File: src/rtl/ucc_pkg.sv
package ucc_pkg;

    // Mode-register pointer states
    typedef enum logic [1:0] {
        PTR_MR0 = 2'd0,
        PTR_MR1 = 2'd1,
        PTR_MR2 = 2'd2
    } mode_ptr_e;

    // Command codes carried in bits 7:4 of the command byte
    localparam logic [3:0] CMD_PTR_MR1 = 4'h1;
    localparam logic [3:0] CMD_RX_RST  = 4'h2;
    localparam logic [3:0] CMD_TX_RST  = 4'h3;
    localparam logic [3:0] CMD_ERR_CLR = 4'h4;
    localparam logic [3:0] CMD_BKC_CLR = 4'h5;
    localparam logic [3:0] CMD_BRK_ON  = 4'h6;
    localparam logic [3:0] CMD_BRK_OFF = 4'h7;
    localparam logic [3:0] CMD_PTR_MR0 = 4'hB;

    // Offsets inside the eight-address channel window
    localparam logic [2:0] OFS_MODE = 3'd0;
    localparam logic [2:0] OFS_STAT = 3'd1;
    localparam logic [2:0] OFS_CMD  = 3'd2;

    // Sticky error flags, packed in status-bit order (bit 7 down to bit 4)
    typedef struct packed {
        logic brk;
        logic frm;
        logic par;
        logic ovr;
    } err_flags_t;

endpackage

File: src/rtl/ucc_cmd_ctrl.sv
module ucc_cmd_ctrl
    import ucc_pkg::*;
(
    input  logic       clk,
    input  logic       rst_n,
    input  logic       cmd_wr,
    input  logic [7:0] cmd_byte,
    output logic       rx_en,
    output logic       tx_en,
    output logic       rx_rst_p,
    output logic       tx_rst_p,
    output logic       err_clr_p,
    output logic       brk_out,
    output logic       rx_rst_stb,
    output logic       err_clr_stb,
    output logic       bkc_clr_stb,
    output logic       rx_on_stb,
    output logic       sel_mr1,
    output logic       sel_mr0
);

    localparam int NUM_DIR = 2; // index 0 receiver, index 1 transmitter

    logic [3:0]         code;
    logic [NUM_DIR-1:0] en_vec;

    assign code = cmd_byte[7:4];

    // One enable/disable pair per direction; the reset code of the
    // direction and the disable bit both beat the enable bit.
    genvar g;
    for (g = 0; g < NUM_DIR; g++) begin : g_pair
        localparam logic [3:0] RST_CODE = (g == 0) ? CMD_RX_RST : CMD_TX_RST;
        logic en_r;
        logic on_b;
        logic off_b;

        assign on_b  = cmd_byte[2*g];
        assign off_b = cmd_byte[2*g+1] || (code == RST_CODE);

        always_ff @(posedge clk or negedge rst_n) begin
            if (!rst_n) begin
                en_r <= 1'b0;
            end else if (cmd_wr) begin
                if (off_b)
                    en_r <= 1'b0;
                else if (on_b)
                    en_r <= 1'b1;
            end
        end

        assign en_vec[g] = en_r;
    end

    assign rx_en = en_vec[0];
    assign tx_en = en_vec[1];

    // Strobes used by neighbouring logic on the same edge
    assign rx_rst_stb  = cmd_wr && (code == CMD_RX_RST);
    assign err_clr_stb = cmd_wr && (code == CMD_ERR_CLR);
    assign bkc_clr_stb = cmd_wr && (code == CMD_BKC_CLR);
    assign rx_on_stb   = cmd_wr && cmd_byte[0] && !cmd_byte[1] && (code != CMD_RX_RST);
    assign sel_mr1     = cmd_wr && (code == CMD_PTR_MR1);
    assign sel_mr0     = cmd_wr && (code == CMD_PTR_MR0);

    // Registered one-cycle pulses toward the datapaths
    always_ff @(posedge clk or negedge rst_n) begin
        if (!rst_n) begin
            rx_rst_p  <= 1'b0;
            tx_rst_p  <= 1'b0;
            err_clr_p <= 1'b0;
        end else begin
            rx_rst_p  <= rx_rst_stb;
            tx_rst_p  <= cmd_wr && (code == CMD_TX_RST);
            err_clr_p <= err_clr_stb;
        end
    end

    // Break drive: set by start, cleared by stop or transmitter reset
    always_ff @(posedge clk or negedge rst_n) begin
        if (!rst_n) begin
            brk_out <= 1'b0;
        end else if (cmd_wr) begin
            if (code == CMD_BRK_ON)
                brk_out <= 1'b1;
            else if ((code == CMD_BRK_OFF) || (code == CMD_TX_RST))
                brk_out <= 1'b0;
        end
    end

    AST_DISABLE_WINS: assert property (@(posedge clk) disable iff (!rst_n)
        cmd_wr && cmd_byte[1] |=> !rx_en);

    AST_BREAK_HELD: assert property (@(posedge clk) disable iff (!rst_n)
        brk_out && !(cmd_wr && ((cmd_byte[7:4] == CMD_BRK_OFF) || (cmd_byte[7:4] == CMD_TX_RST)))
        |=> brk_out);

    AST_RX_PULSE_CAUSE: assert property (@(posedge clk) disable iff (!rst_n)
        rx_rst_p |-> $past(cmd_wr && (cmd_byte[7:4] == CMD_RX_RST)));

    AST_TX_RESET_EFFECT: assert property (@(posedge clk) disable iff (!rst_n)
        cmd_wr && (cmd_byte[7:4] == CMD_TX_RST) |=> !tx_en && !brk_out && tx_rst_p);

endmodule

File: src/rtl/ucc_mode_regs.sv
module ucc_mode_regs
    import ucc_pkg::*;
(
    input  logic       clk,
    input  logic       rst_n,
    input  logic       mode_wr,
    input  logic [4:0] mode_byte,
    input  logic       sel_mr1,
    input  logic       sel_mr0,
    output logic [1:0] word_len,
    output logic       parity_en,
    output logic       parity_odd,
    output logic       stop_two,
    output logic       fifo_ext_en,
    output logic       tx_half_level,
    output logic [2:0] baud_ext_sel
);

    mode_ptr_e ptr_q;
    mode_ptr_e ptr_d;

    logic [4:0] mr0_q;   // bits 4:0 of MR0
    logic [3:0] mr1_q;   // MR1 bits {4,2,1,0}
    logic       mr2_q;   // MR2 bit 3

    // State register
    always_ff @(posedge clk or negedge rst_n) begin
        if (!rst_n)
            ptr_q <= PTR_MR1;
        else
            ptr_q <= ptr_d;
    end

    // Transitions: go_mr0, go_mr1, advance, hold
    always_comb begin
        ptr_d = ptr_q;
        if (sel_mr0) begin
            ptr_d = PTR_MR0;
        end else if (sel_mr1) begin
            ptr_d = PTR_MR1;
        end else if (mode_wr) begin
            unique case (ptr_q)
                PTR_MR0: ptr_d = PTR_MR1;
                PTR_MR1: ptr_d = PTR_MR2;
                PTR_MR2: ptr_d = PTR_MR2;
                default: ptr_d = PTR_MR1;
            endcase
        end
    end

    // Register loads selected by the current pointer
    always_ff @(posedge clk or negedge rst_n) begin
        if (!rst_n) begin
            mr0_q <= '0;
            mr1_q <= '0;
            mr2_q <= 1'b0;
        end else if (mode_wr) begin
            unique case (ptr_q)
                PTR_MR0: mr0_q <= mode_byte;
                PTR_MR1: mr1_q <= {mode_byte[4], mode_byte[2:0]};
                PTR_MR2: mr2_q <= mode_byte[3];
                default: mr1_q <= mr1_q;
            endcase
        end
    end

    // Output decode
    always_comb begin
        word_len      = mr1_q[1:0];
        parity_en     = !mr1_q[3];
        parity_odd    = !mr1_q[3] && mr1_q[2];
        stop_two      = mr2_q;
        fifo_ext_en   = mr0_q[3];
        tx_half_level = mr0_q[4];
        baud_ext_sel  = mr0_q[2:0];
    end

    AST_PTR_STAYS_MR2: assert property (@(posedge clk) disable iff (!rst_n)
        (ptr_q == PTR_MR2) && !sel_mr0 && !sel_mr1 |=> (ptr_q == PTR_MR2));

    AST_PTR_TO_MR1: assert property (@(posedge clk) disable iff (!rst_n)
        sel_mr1 && !sel_mr0 |=> (ptr_q == PTR_MR1));

endmodule

File: src/rtl/ucc_status.sv
module ucc_status
    import ucc_pkg::*;
(
    input  logic       clk,
    input  logic       rst_n,
    input  logic       rx_ready_in,
    input  logic       rx_full_in,
    input  logic       tx_ready_in,
    input  logic       tx_empty_in,
    input  err_flags_t err_in,
    input  logic       break_rx_in,
    input  logic       tx_en,
    input  logic       rx_rst_stb,
    input  logic       err_clr_stb,
    input  logic       rx_on_stb,
    input  logic       bkc_clr_stb,
    output logic [7:0] status,
    output logic       brk_change
);

    err_flags_t err_q;
    logic       flush_q;
    logic       brk_prev_q;
    logic       err_clr_any;

    assign err_clr_any = rx_rst_stb || err_clr_stb;

    // Sticky error flags; a new event in the clearing cycle survives
    always_ff @(posedge clk or negedge rst_n) begin
        if (!rst_n)
            err_q <= '0;
        else if (err_clr_any)
            err_q <= err_in;
        else
            err_q <= err_q | err_in;
    end

    // Receive status mask after a receiver reset, lifted by a receiver enable
    always_ff @(posedge clk or negedge rst_n) begin
        if (!rst_n)
            flush_q <= 1'b1;
        else if (rx_rst_stb)
            flush_q <= 1'b1;
        else if (rx_on_stb)
            flush_q <= 1'b0;
    end

    // Change-of-break detection
    always_ff @(posedge clk or negedge rst_n) begin
        if (!rst_n) begin
            brk_prev_q <= 1'b0;
            brk_change <= 1'b0;
        end else begin
            brk_prev_q <= break_rx_in;
            if (bkc_clr_stb)
                brk_change <= (break_rx_in != brk_prev_q);
            else if (break_rx_in != brk_prev_q)
                brk_change <= 1'b1;
        end
    end

    always_comb begin
        status[3:0] = {tx_empty_in || !tx_en,
                       tx_ready_in && tx_en,
                       rx_full_in && !flush_q,
                       rx_ready_in && !flush_q};
        status[7:4] = err_q;
    end

    AST_ERR_CLEARED: assert property (@(posedge clk) disable iff (!rst_n)
        err_clr_stb && (err_in == '0) |=> (status[7:4] == 4'h0));

    AST_RX_MASKED: assert property (@(posedge clk) disable iff (!rst_n)
        rx_rst_stb |=> (status[1:0] == 2'b00));

endmodule

File: src/rtl/uart_chan_ctrl.sv
module uart_chan_ctrl
    import ucc_pkg::*;
#(
    parameter int ADDR_W   = 7,
    parameter int CHAN_IDX = 1
) (
    input  logic              clk,
    input  logic              rst_n,
    input  logic              bus_wr,
    input  logic [ADDR_W-1:0] bus_addr,
    input  logic [7:0]        bus_wdata,
    output logic [7:0]        bus_rdata,
    input  logic              rx_ready_in,
    input  logic              rx_full_in,
    input  logic              tx_ready_in,
    input  logic              tx_empty_in,
    input  logic              overrun_in,
    input  logic              parity_err_in,
    input  logic              frame_err_in,
    input  logic              break_rx_in,
    output logic              rx_enable,
    output logic              tx_enable,
    output logic              rx_reset_pulse,
    output logic              tx_reset_pulse,
    output logic              err_clear_pulse,
    output logic              break_out,
    output logic              break_change,
    output logic [1:0]        word_len,
    output logic              parity_en,
    output logic              parity_odd,
    output logic              stop_two,
    output logic              fifo_ext_en,
    output logic              tx_half_level,
    output logic [2:0]        baud_ext_sel
);

    localparam int CH_W = ADDR_W - 3;
    localparam logic [CH_W-1:0] MY_CHAN = CH_W'(CHAN_IDX);

    logic       chan_hit;
    logic [2:0] offset;
    logic       cmd_wr;
    logic       mode_wr;
    logic [7:0] status;
    err_flags_t err_in;

    logic rx_rst_stb;
    logic err_clr_stb;
    logic bkc_clr_stb;
    logic rx_on_stb;
    logic sel_mr1;
    logic sel_mr0;

    assign chan_hit = (bus_addr[ADDR_W-1:3] == MY_CHAN);
    assign offset   = bus_addr[2:0];
    assign cmd_wr   = bus_wr && chan_hit && (offset == OFS_CMD);
    assign mode_wr  = bus_wr && chan_hit && (offset == OFS_MODE);
    assign err_in   = '{brk: break_rx_in, frm: frame_err_in, par: parity_err_in, ovr: overrun_in};

    assign bus_rdata = (chan_hit && (offset == OFS_STAT)) ? status : 8'h00;

    ucc_cmd_ctrl u_cmd (
        .clk         (clk),
        .rst_n       (rst_n),
        .cmd_wr      (cmd_wr),
        .cmd_byte    (bus_wdata),
        .rx_en       (rx_enable),
        .tx_en       (tx_enable),
        .rx_rst_p    (rx_reset_pulse),
        .tx_rst_p    (tx_reset_pulse),
        .err_clr_p   (err_clear_pulse),
        .brk_out     (break_out),
        .rx_rst_stb  (rx_rst_stb),
        .err_clr_stb (err_clr_stb),
        .bkc_clr_stb (bkc_clr_stb),
        .rx_on_stb   (rx_on_stb),
        .sel_mr1     (sel_mr1),
        .sel_mr0     (sel_mr0)
    );

    ucc_mode_regs u_mode (
        .clk           (clk),
        .rst_n         (rst_n),
        .mode_wr       (mode_wr),
        .mode_byte     (bus_wdata[4:0]),
        .sel_mr1       (sel_mr1),
        .sel_mr0       (sel_mr0),
        .word_len      (word_len),
        .parity_en     (parity_en),
        .parity_odd    (parity_odd),
        .stop_two      (stop_two),
        .fifo_ext_en   (fifo_ext_en),
        .tx_half_level (tx_half_level),
        .baud_ext_sel  (baud_ext_sel)
    );

    ucc_status u_stat (
        .clk         (clk),
        .rst_n       (rst_n),
        .rx_ready_in (rx_ready_in),
        .rx_full_in  (rx_full_in),
        .tx_ready_in (tx_ready_in),
        .tx_empty_in (tx_empty_in),
        .err_in      (err_in),
        .break_rx_in (break_rx_in),
        .tx_en       (tx_enable),
        .rx_rst_stb  (rx_rst_stb),
        .err_clr_stb (err_clr_stb),
        .rx_on_stb   (rx_on_stb),
        .bkc_clr_stb (bkc_clr_stb),
        .status      (status),
        .brk_change  (break_change)
    );

    AST_FOREIGN_WRITE_IGNORED: assert property (@(posedge clk) disable iff (!rst_n)
        bus_wr && !chan_hit && !rx_enable |=> !rx_enable);

endmodule

File: config.mk
export PLATFORM = sky130hd
export DESIGN_NAME = uart_chan_ctrl
export DESIGN_NICKNAME = d
export VERILOG_FILES = /design/src/rtl/ucc_pkg.sv /design/src/rtl/ucc_cmd_ctrl.sv /design/src/rtl/ucc_mode_regs.sv /design/src/rtl/ucc_status.sv /design/src/rtl/uart_chan_ctrl.sv
export SDC_FILE = /design/constraint.sdc
export NUM_CORES = 1
export LEC_CHECK = 0
export BUFFER_PORTS_ARGS = -buffer_cell sky130_fd_sc_hd__buf_2
export CAP_MARGIN = 20
export CORE_UTILIZATION = 40
export DETAILED_ROUTE_END_ITERATION = 6
export HOLD_SLACK_MARGIN = 0.1
export PLACE_DENSITY_LB_ADDON = 0.1
export SLEW_MARGIN = 0
export SYNTH_ARGS = -nofsm -noshare
export SYNTH_HDL_FRONTEND = slang
export SYNTH_SLANG_ARGS = --single-unit
export TNS_END_PERCENT = 10
File: constraint.sdc
create_clock -name clk -period 1.8 [get_ports clk]
set_input_delay 0.36 -clock clk [delete_from_list [all_inputs] [get_ports clk]]
set_output_delay 0.36 -clock clk [all_outputs]
set_load 0.005 [all_outputs]
==> results of run 1 <==
power groups by stage:
stage | Sequential [mW] | Combinational, mW | Clock, mW
5_1_grt | 0.582 | 0.128 | 0.277
3_3_place_gp | 0.591 | 0.109 | 0
3_5_place_dp | 0.591 | 0.111 | 0
6_report | 0.581 | 0.114 | 0.241
2_1_floorplan | 0.590 | 0.0416 | 0
4_1_cts | 0.581 | 0.113 | 0.253
stage by stage:
stage	setup TNS (ns)	instance area, sq um
after detailed placement	-0.0161	1550
final	0	1600
after global routing	0	1600
after CTS	0	1590
after floorplan	0	1250
after global placement	0	1550
cell type report:
cell class / count / area (sq um)
Tap cell: 31 / 38.8
Clock buffer: 3 / 22.5
Clock inverter: 1 / 5.00
Multi-Input combinational cell: 71 / 581
Fill cell: 258 / 1250
Inverter: 6 / 22.5
Timing Repair Buffer: 57 / 305
Sequential cell: 25 / 628
kinds of logic (layout without fill, tap and decap cells):
kind of cell,Yosys count,after routing,share of synthesized area [%]
XOR/XNOR,2,2,1.41
multiplexers,10,10,9.04
AO/OA/AOI/OAI,18,18,10.0
AND/OR/NAND/NOR,38,38,22.0
flip-flops,25,25,50.4
buffers and inverters,11,67,4.12
adder cells (fa/ha/maj),3,3,3.01
registers in the layout, indices dropped and copies added, names as in the netlist, 2 cells and up:
signal,cells
u_mode.mr1_q,4
u_mode.ptr_q,2
u_mode.mr0_q,5
u_stat.status,4
layout by cell type (no fill, tap or decap), drive strengths merged:
cell type / count
nor2b: 2
a31oi: 2
nor3: 1
nor2: 5
dfstp: 2
a21oi: 5
xor2: 2
o211ai: 1
nand3: 4
nor4b: 3
and2: 5
clkbuf: 3
mux2: 10
clkinv: 1
nor3b: 6
buf: 56
and4b: 1
dlygate4sd3: 1
dfrtp: 23
inv: 6
o221ai: 1
o31ai: 1
o21a: 1
nand2b: 2
a21o: 5
nand2: 3
or4b: 1
o21ai: 1
ha: 3
and3: 4
o21bai: 1
or3: 1
metal layers:
metal / wire length (microns) / vias to the layer above / part of all wire, % / global-route usage, %
met5: 0 / - / 0 / 0
met4: 16 / 0 / 0.64 / 5.10
met3: 120 / 2 / 4.8 / 2.23
met2: 1170 / 28 / 47 / 26.8
met1: 1190 / 469 / 48 / 21.5
li1: - / 485 / - / -
worst max-delay path: stages:
cell and delay (ns):
buf_2 0.12, nor4b_4 0.32, and3_1 0.26, and3_1 0.16, buf_2 0.10
Yosys cell counts, drive strengths merged:
cell type / count / area, sq um
a21o: 5 / 37.5
a21oi: 5 / 25.0
a31oi: 2 / 12.5
and2: 5 / 31.3
and3: 4 / 25.0
and4b: 1 / 10.0
buf: 4 / 25.0
clkbuf: 1 / 3.75
dfrtp: 23 / 576
dfstp: 2 / 52.6
ha: 3 / 37.5
inv: 6 / 22.5
mux2: 10 / 113
nand2: 3 / 13.8
nand2b: 2 / 12.5
nand3: 4 / 32.5
nor2: 5 / 18.8
nor2b: 2 / 12.5
nor3: 1 / 5.00
nor3b: 6 / 45.0
nor4b: 3 / 47.5
o211ai: 1 / 7.51
o21a: 1 / 7.51
o21ai: 1 / 5.00
o21bai: 1 / 7.51
o221ai: 1 / 15.0
o31ai: 1 / 7.51
or3: 1 / 6.26
or4b: 1 / 13.8
xor2: 2 / 17.5
final timing paths:
path,slack [ns],to,startpoint,cells past startpoint
setup / recovery,0.12,bus_rdata[2],bus_addr[1],5
hold / removal,0.20,u_stat.brk_prev_q,break_rx_in,1
setup reg to reg,0.39,u_mode.ptr_q[0],u_mode.ptr_q[0],5
min in group asynchronous,0.54,u_mode.mr0_q[0],rst_n,2
hold reg to reg,0.49,u_stat.status[7],u_stat.status[7],1
max in group asynchronous,0.88,u_mode.ptr_q[0],rst_n,2
repair_timing:
action	in CTS	in global routing
resized for setup	0	2
buffers inserted	0	0
setup endpoints to repair	0	5
hold buffers	1	0
endpoints found under the hold margin	23	0
==> flow_summary_export.csv, run 1 <==
group,metric,value,unit
timing,maxSlewHeadroom,64.3,%
logic_synthesis,synth_area_per_cell,11.6,sq um
final_layout,instances_no_fill,194,
routing,wl_per_cell,12.9,microns
clocking,cts_sinks,25,
timing,fmax,0.594,GHz
final_layout,final_nets,193,
floorplanning,die_h,57.8,microns
pwr,internal_power,710,uW
floorplanning,fp.dieW,57.8,microns
clocking,cts_tree,"yes",
logic_synthesis,netlist-cell-type-count,35,
logic_synthesis,synthCells,107,
routing,dr.pass1.iters,6,
logic_synthesis,ys_seq_elements,25,
grt,grt_pass1_vias,949,
place,port_buffers,50,
status,status,"finished with violations",
routing,via_per_inst,5.07,
worst_setup_path,crit_type,"input pin to output pin",
floorplanning,initial_core_util,43.7,%
routing,antenna_left,0,
final_layout,final_core_util,56.2,%
timing,fin_ws,0.116,ns
timing,tightestPinTransition,0.535,ns
place,dpl.cell_count,189,
timing,hold_violations,0,
worst_hold_path,worstHoldPathType,"input pin to register",
final_layout,drive_gt1_share,48.5,%
clocking,path_clk_slew,0.12,ns
pwr,p_sw_share,24.2,%
pwr,power_frac_clock,25.8,%
final_layout,diodes,0,
timing,finalClockSkew,0.0106,ns
timing,whs,0.200,ns
logic_synthesis,synth_area,0.00125,sq mm
worst_setup_path,crit_fanout,5,
place,place_hpwl,1990,microns
pwr,seqPwrFrac,62.0,%
clocking,cts_inserted_buffers,3,
routing,drc,2,
floorplanning,die_area,0.00334,sq mm
timing,rsz0062_at_grt,"false",
floorplanning,io_pins,51,
floorplanning,coreArea,0.00285,sq mm
worst_setup_path,start_kind,"input pin",
run,drv_cap,0,
timing,period_minus_slack,1.68,ns
routing,dr_total_vias,984,
grt,grtUsageTotal,16.0,%
pwr,worst_ir_drop_vdd,318,uV
place,place.gp.congestion,0.737,
routing,routed_wl,2500,microns
worst_setup_path,arrival,1.32,ns
final_layout,area_delta_synth_final,28.6,%
clocking,cts_buffer_depth,2,
grt,grt_first_pass_wirelength,4110,microns
status,violations,"DRC",
pwr,power.density,584,mW/mm^2
pwr,power_leakage,0.850,nW
timing,slew_viol_final,0,
floorplanning,num_rows,19,
logic_synthesis,ys_warn_count,0,
pwr,pwr-share-comb,12.2,%
worst_setup_path,critPathCaptureType,"output pin",
timing,finalCritPeriodShare,93.5,%
routing,drtIter0Drc,19,
clocking,insertion_delay,0.31,ns
grt,antenna_found_initial,0,
pwr,p_sw,226,uW
timing,setup_viol,0,
clocking,cts_htree_levels,1,
logic_synthesis,synth_seq_area_share,50.4,%
grt,grt_remaining_overflow,0,
place,preCtsSetupSlack,-0.00537,ns
grt,grt_max_degree,26,
pwr,power,936,uW
logic_synthesis,syn_nets,136,
worst_setup_path,required,1.44,ns
clocking,cts-root-buf,"clkbuf_4",
(Power assumes the default switching activity.)
==> inputs of run 2 (changes only) <==
Settings changed: CORE_UTILIZATION 40 to 47, CTS_CLUSTER_DIAMETER from default to 50.
==> flow_summary_export.csv, run 2 (synthesis gave the netlist of run 1 again) <==
group,metric,value,unit
status,status,"completed",
worst_hold_path,worstHoldPathType,"input pin to register",
place,place.gp.congestion,0.799,
routing,dr_total_vias,1002,
pwr,power_leakage,0.842,nW
timing,tightestPinTransition,0.542,ns
timing,period_minus_slack,1.72,ns
pwr,power,953,uW
routing,drtIter0Drc,18,
final_layout,top_register,"u_mode.mr0_q",
worst_setup_path,crit_fanout,5,
final_layout,final_cell_area,0.00160,sq mm
clocking,path_clk_slew,0.14,ns
clocking,insertion_delay,0.32,ns
clocking,cts_inserted_buffers,3,
clocking,cts_htree_levels,1,
grt,grt_remaining_overflow,0,
grt,grtUsageTotal,20.5,%
timing,slew_viol_final,0,
floorplanning,initial_core_util,49.8,%
floorplanning,coreArea,0.00250,sq mm
routing,wl_per_cell,13.6,microns
timing,finalClockSkew,0.00222,ns
worst_setup_path,r2r_end,"u_mode.mr0_q[4]",
timing,fmax,0.580,GHz
clocking,cts_tree,"yes",
place,preCtsSetupSlack,-0.0201,ns
worst_hold_path,hold_depth,1,
place,dpl.cell_count,187,
routing,drc,0,
floorplanning,die_h,53.5,microns
final_layout,layout_common_cells,"50 x buf_2, 23 x dfrtp_1, 10 x mux2_2, 6 x inv_1",
final_layout,largest_reg_flops,5,
grt,grt_first_pass_wirelength,4150,microns
clocking,post_cts_buffers,0,
routing,via_per_inst,5.22,
final_layout,area_delta_synth_final,28.5,%
worst_setup_path,start_kind,"input pin",
run,drv_cap,0,
grt,grt_max_degree,26,
worst_hold_path,hp-start,"break_rx_in",
place,place_hpwl,2000,microns
floorplanning,fp.dieW,53.5,microns
worst_setup_path,critPathCaptureType,"output pin",
final_layout,final_nets,192,
timing,fin_tns_setup,0,ns
place,port_buffers,50,
clocking,cts_sinks,25,
worst_setup_path,r2r_cells,4,
worst_setup_path,r2r_slack,0.36,ns
floorplanning,io_pins,51,
pwr,worst_ir_drop_vdd,460,uV
worst_setup_path,crit_type,"input pin to output pin",
worst_setup_path,timing.rr.start,"u_mode.ptr_q[0]",
final_layout,instances_no_fill,192,
timing,setup_viol,0,
final_layout,mostFrequentLayoutCell,"buf_2",
place,placed_area,0.00154,sq mm
timing,whs,0.193,ns
final_layout,drive_gt1_share,48.8,%
worst_hold_path,min_to,"u_stat.brk_prev_q",
worst_setup_path,required,1.44,ns
floorplanning,num_rows,18,
worst_setup_path,arrival,1.36,ns
routing,antenna_left,0,
timing,hold_violations,0,
floorplanning,die_area,0.00286,sq mm
final_layout,final_core_util,64.1,%
clocking,cts_buffer_depth,2,
timing,finalCritPeriodShare,95.7,%
pwr,power.density,595,mW/mm^2
grt,antenna_found_initial,0,
routing,routed_wl,2620,microns
routing,dr.pass1.iters,4,
timing,fin_ws,0.0771,ns
timing,maxSlewHeadroom,63.9,%
grt,grt_pass1_vias,947,
final_layout,diodes,0,
clocking,cts-root-buf,"clkbuf_4",
## run 2: cell types whose count changed in the layout (fill, tap and decap cells not counted)
| cell | delta |
|---|---|
| buf_4 | -1 |
| clkinvlp_4 | +1 |
| nor3b_1 | -1 |
| nor3b_2 | +1 |
| clkinv_2 | -1 |
## run 2: what timing repair did
item,in CTS,in global routing
hold buffers,1,0
endpoints found under the setup margin,0,6
hold endpoints to repair,23,0
resized for setup,0,3
## run 2: area by class of cell
class                      instances  area [sq um]
clock buffer                       3          22.5
clock inverter                     1          7.51
fill                             215           898
inverter                           6          22.5
multi-input combinational         71           586
sequential                        25           628
tap                               30          37.5
timing repair buffer              56           298
## run 2: worst max path at each step
stage / cells after the start / from / endpoint
3_3_place_gp: 6 / bus_addr[1] / u_mode.mr1_q[2]
6_report: 5 / bus_addr[1] / bus_rdata[2]
2_1_floorplan: 4 / bus_addr[0] / u_mode.ptr_q[0]
5_1_grt: 5 / bus_addr[1] / bus_rdata[2]
4_1_cts: 5 / bus_addr[1] / bus_rdata[1]
3_5_place_dp: 6 / bus_addr[1] / u_mode.mr1_q[2]
## run 2: power breakdown
group	switching, mW	internal (mW)	total (mW)	leakage, nW
sequential	0.00688	0.574	0.580	0.309
combinational	0.0617	0.0527	0.114	0.520
clock	0.173	0.0847	0.258	0.0139
## run 2: metal layers
layer / wire length [microns] / vias up / GRT usage, % / share of wire [%]
met5: 0 / - / 0 / 0
met4: 13 / 0 / 6.58 / 0.50
met3: 108 / 2 / 1.72 / 4.1
met2: 1320 / 27 / 34.0 / 50
met1: 1180 / 490 / 27.9 / 45
li1: - / 483 / - / -
## run 2: worst max-delay path: stages
cell and delay (ns):
buf_2 0.12, nor4b_4 0.35, and3_1 0.27, and3_1 0.16
buf_2 0.10
==> inputs of run 3 (changes only) <==
Settings changed: BUFFER_PORTS_ARGS -buffer_cell sky130_fd_sc_hd__buf_2 to default, CORE_UTILIZATION 47 to 50, DONT_BUFFER_PORTS from default to 1, SKIP_LAST_GASP from default to 1.
==> flow_summary_export.csv, run 3 (synthesis gave the netlist of run 1 again) <==
group,metric,value,unit
pwr,power_frac_clock,28.4,%
clocking,insertion_delay,0.32,ns
floorplanning,coreArea,0.00228,sq mm
pwr,pwr-share-comb,8.3,%
timing,finalCritPeriodShare,88.0,%
grt,antenna_found_initial,0,
floorplanning,num_rows,17,
pwr,seqPwrFrac,63.3,%
final_layout,top_register,"u_mode.mr0_q",
place,placed_area,0.00125,sq mm
final_layout,mostFrequentLayoutCell,"dfrtp_1",
timing,rsz0062_at_grt,"false",
timing,period_minus_slack,1.58,ns
worst_setup_path,critPathCaptureType,"output pin",
clocking,path_clk_slew,0.14,ns
routing,wl_per_cell,16.5,microns
pwr,power,920,uW
pwr,power.density,662,mW/mm^2
grt,grt_first_pass_wirelength,3640,microns
clocking,cts-root-buf,"clkbuf_4",
routing,drc,0,
grt,grtUsageTotal,18.8,%
routing,routed_wl,2360,microns
pwr,worst_ir_drop_vdd,518,uV
routing,drtIter0Drc,16,
timing,hold_violations,0,
pwr,p_sw,220,uW
timing,tightestPinTransition,0.411,ns
grt,grt_pass1_vias,794,
timing,slew_viol_final,0,
final_layout,layout_common_cells,"23 x dfrtp_1, 10 x mux2_2, 8 x dlygate4sd3_1, 6 x inv_1, 6 x nor3b_1",
floorplanning,initial_core_util,54.8,%
worst_setup_path,crit_fanout,4,
final_layout,instances_no_fill,143,
floorplanning,io_pins,51,
clocking,cts_htree_levels,1,
floorplanning,die_h,51.9,microns
pwr,p_sw_share,23.9,%
place,port_buffers,0,
final_layout,diodes,0,
clocking,cts_buffer_depth,2,
timing,fmax,0.632,GHz
routing,dr.pass1.iters,2,
worst_setup_path,crit_type,"input pin to output pin",
pwr,internal_power,700,uW
place,place_hpwl,1720,microns
timing,fin_tns_setup,0,ns
pwr,power_leakage,0.622,nW
routing,dr_total_vias,841,
grt,grt_remaining_overflow,0,
timing,maxSlewHeadroom,72.5,%
worst_setup_path,start_kind,"input pin",
place,dpl.cell_count,130,
floorplanning,die_area,0.00270,sq mm
final_layout,largest_reg_flops,5,
routing,via_per_inst,5.88,
clocking,cts_sinks,25,
grt,grt_max_degree,26,
worst_setup_path,arrival,1.22,ns
timing,finalClockSkew,0.00593,ns
clocking,cts_tree,"yes",
final_layout,drive_gt1_share,20.0,%
clocking,cts_inserted_buffers,3,
clocking,cts-resized-gates,0,
place,place.gp.congestion,0.785,
status,status,"completed",
final_layout,final_nets,145,
run,drv_cap,0,
timing,setup_viol,0,
final_layout,final_cell_area,0.00139,sq mm
worst_setup_path,required,1.44,ns
routing,antenna_left,0,
worst_hold_path,worstHoldPathType,"input pin to register",
final_layout,area_delta_synth_final,11.5,%
floorplanning,fp.dieW,51.9,microns
## run 3: area by class of cell
type / instances / area [sq um]
repair buffers: 9 / 108
fillers: 187 / 886
multi-input cells: 71 / 567
flip-flops and latches: 25 / 628
clock inverters: 1 / 7.51
inverters: 6 / 22.5
clock buffers: 3 / 22.5
well taps: 28 / 35.0
## run 3: per-layer routing
metal | up-vias | GRT usage, % | part of all wire (%)
li1 | 397 | - | -
met1 | 422 | 25.6 | 45
met2 | 22 | 29.7 | 50
met3 | 0 | 5.85 | 5.3
met4 | 0 | 2.70 | 0
met5 | - | 0 | 0
## run 3: through the flow
step / util [%] / hold slack, ns / worst slack (ns)
after detailed placement: 55.0 / 0.0649 / 0.105
after floorplan: - / 0.0644 / 0.238
after global routing: 61.1 / 0.102 / 0.115
after global placement: 55.0 / 0.0649 / 0.139
final: 61.1 / 0.123 / 0.217
after CTS: 58.1 / 0.101 / 0.191
## run 3: timing repair
| action | CTS | global route |
|---|---|---|
| setup endpoints to repair | 0 | 0 |
| hold endpoints to repair | 28 | 5 |
| hold buffers | 4 | 4 |
| setup buffers | 0 | 0 |
## run 3: critical path: stages
cell,delay [ns]
nor4b_2,0.38
nand3_1,0.18
nor3b_1,0.31
## run 3: final timing paths
path                                  start               end  slack, ns  cells after the start
setup / recovery                bus_addr[1]      bus_rdata[0]       0.22                      3
hold / removal                   overrun_in  u_stat.status[4]       0.12                      1
setup reg to reg            u_mode.ptr_q[0]   u_mode.ptr_q[0]       0.34                      5
hold reg to reg            u_stat.status[6]  u_stat.status[6]       0.48                      1
max in group asynchronous             rst_n    u_stat.flush_q       0.94                      2
min in group asynchronous             rst_n   u_mode.mr0_q[3]       0.36                      1
## run 3: power groups by stage
stage	clock, mW	sequential [mW]	combinational, mW
after floorplan	0	0.590	0.0416
after global placement	0	0.593	0.0431
after detailed placement	0	0.593	0.0447
after CTS	0.269	0.582	0.0629
after global routing	0.299	0.584	0.0860
final	0.262	0.582	0.0764
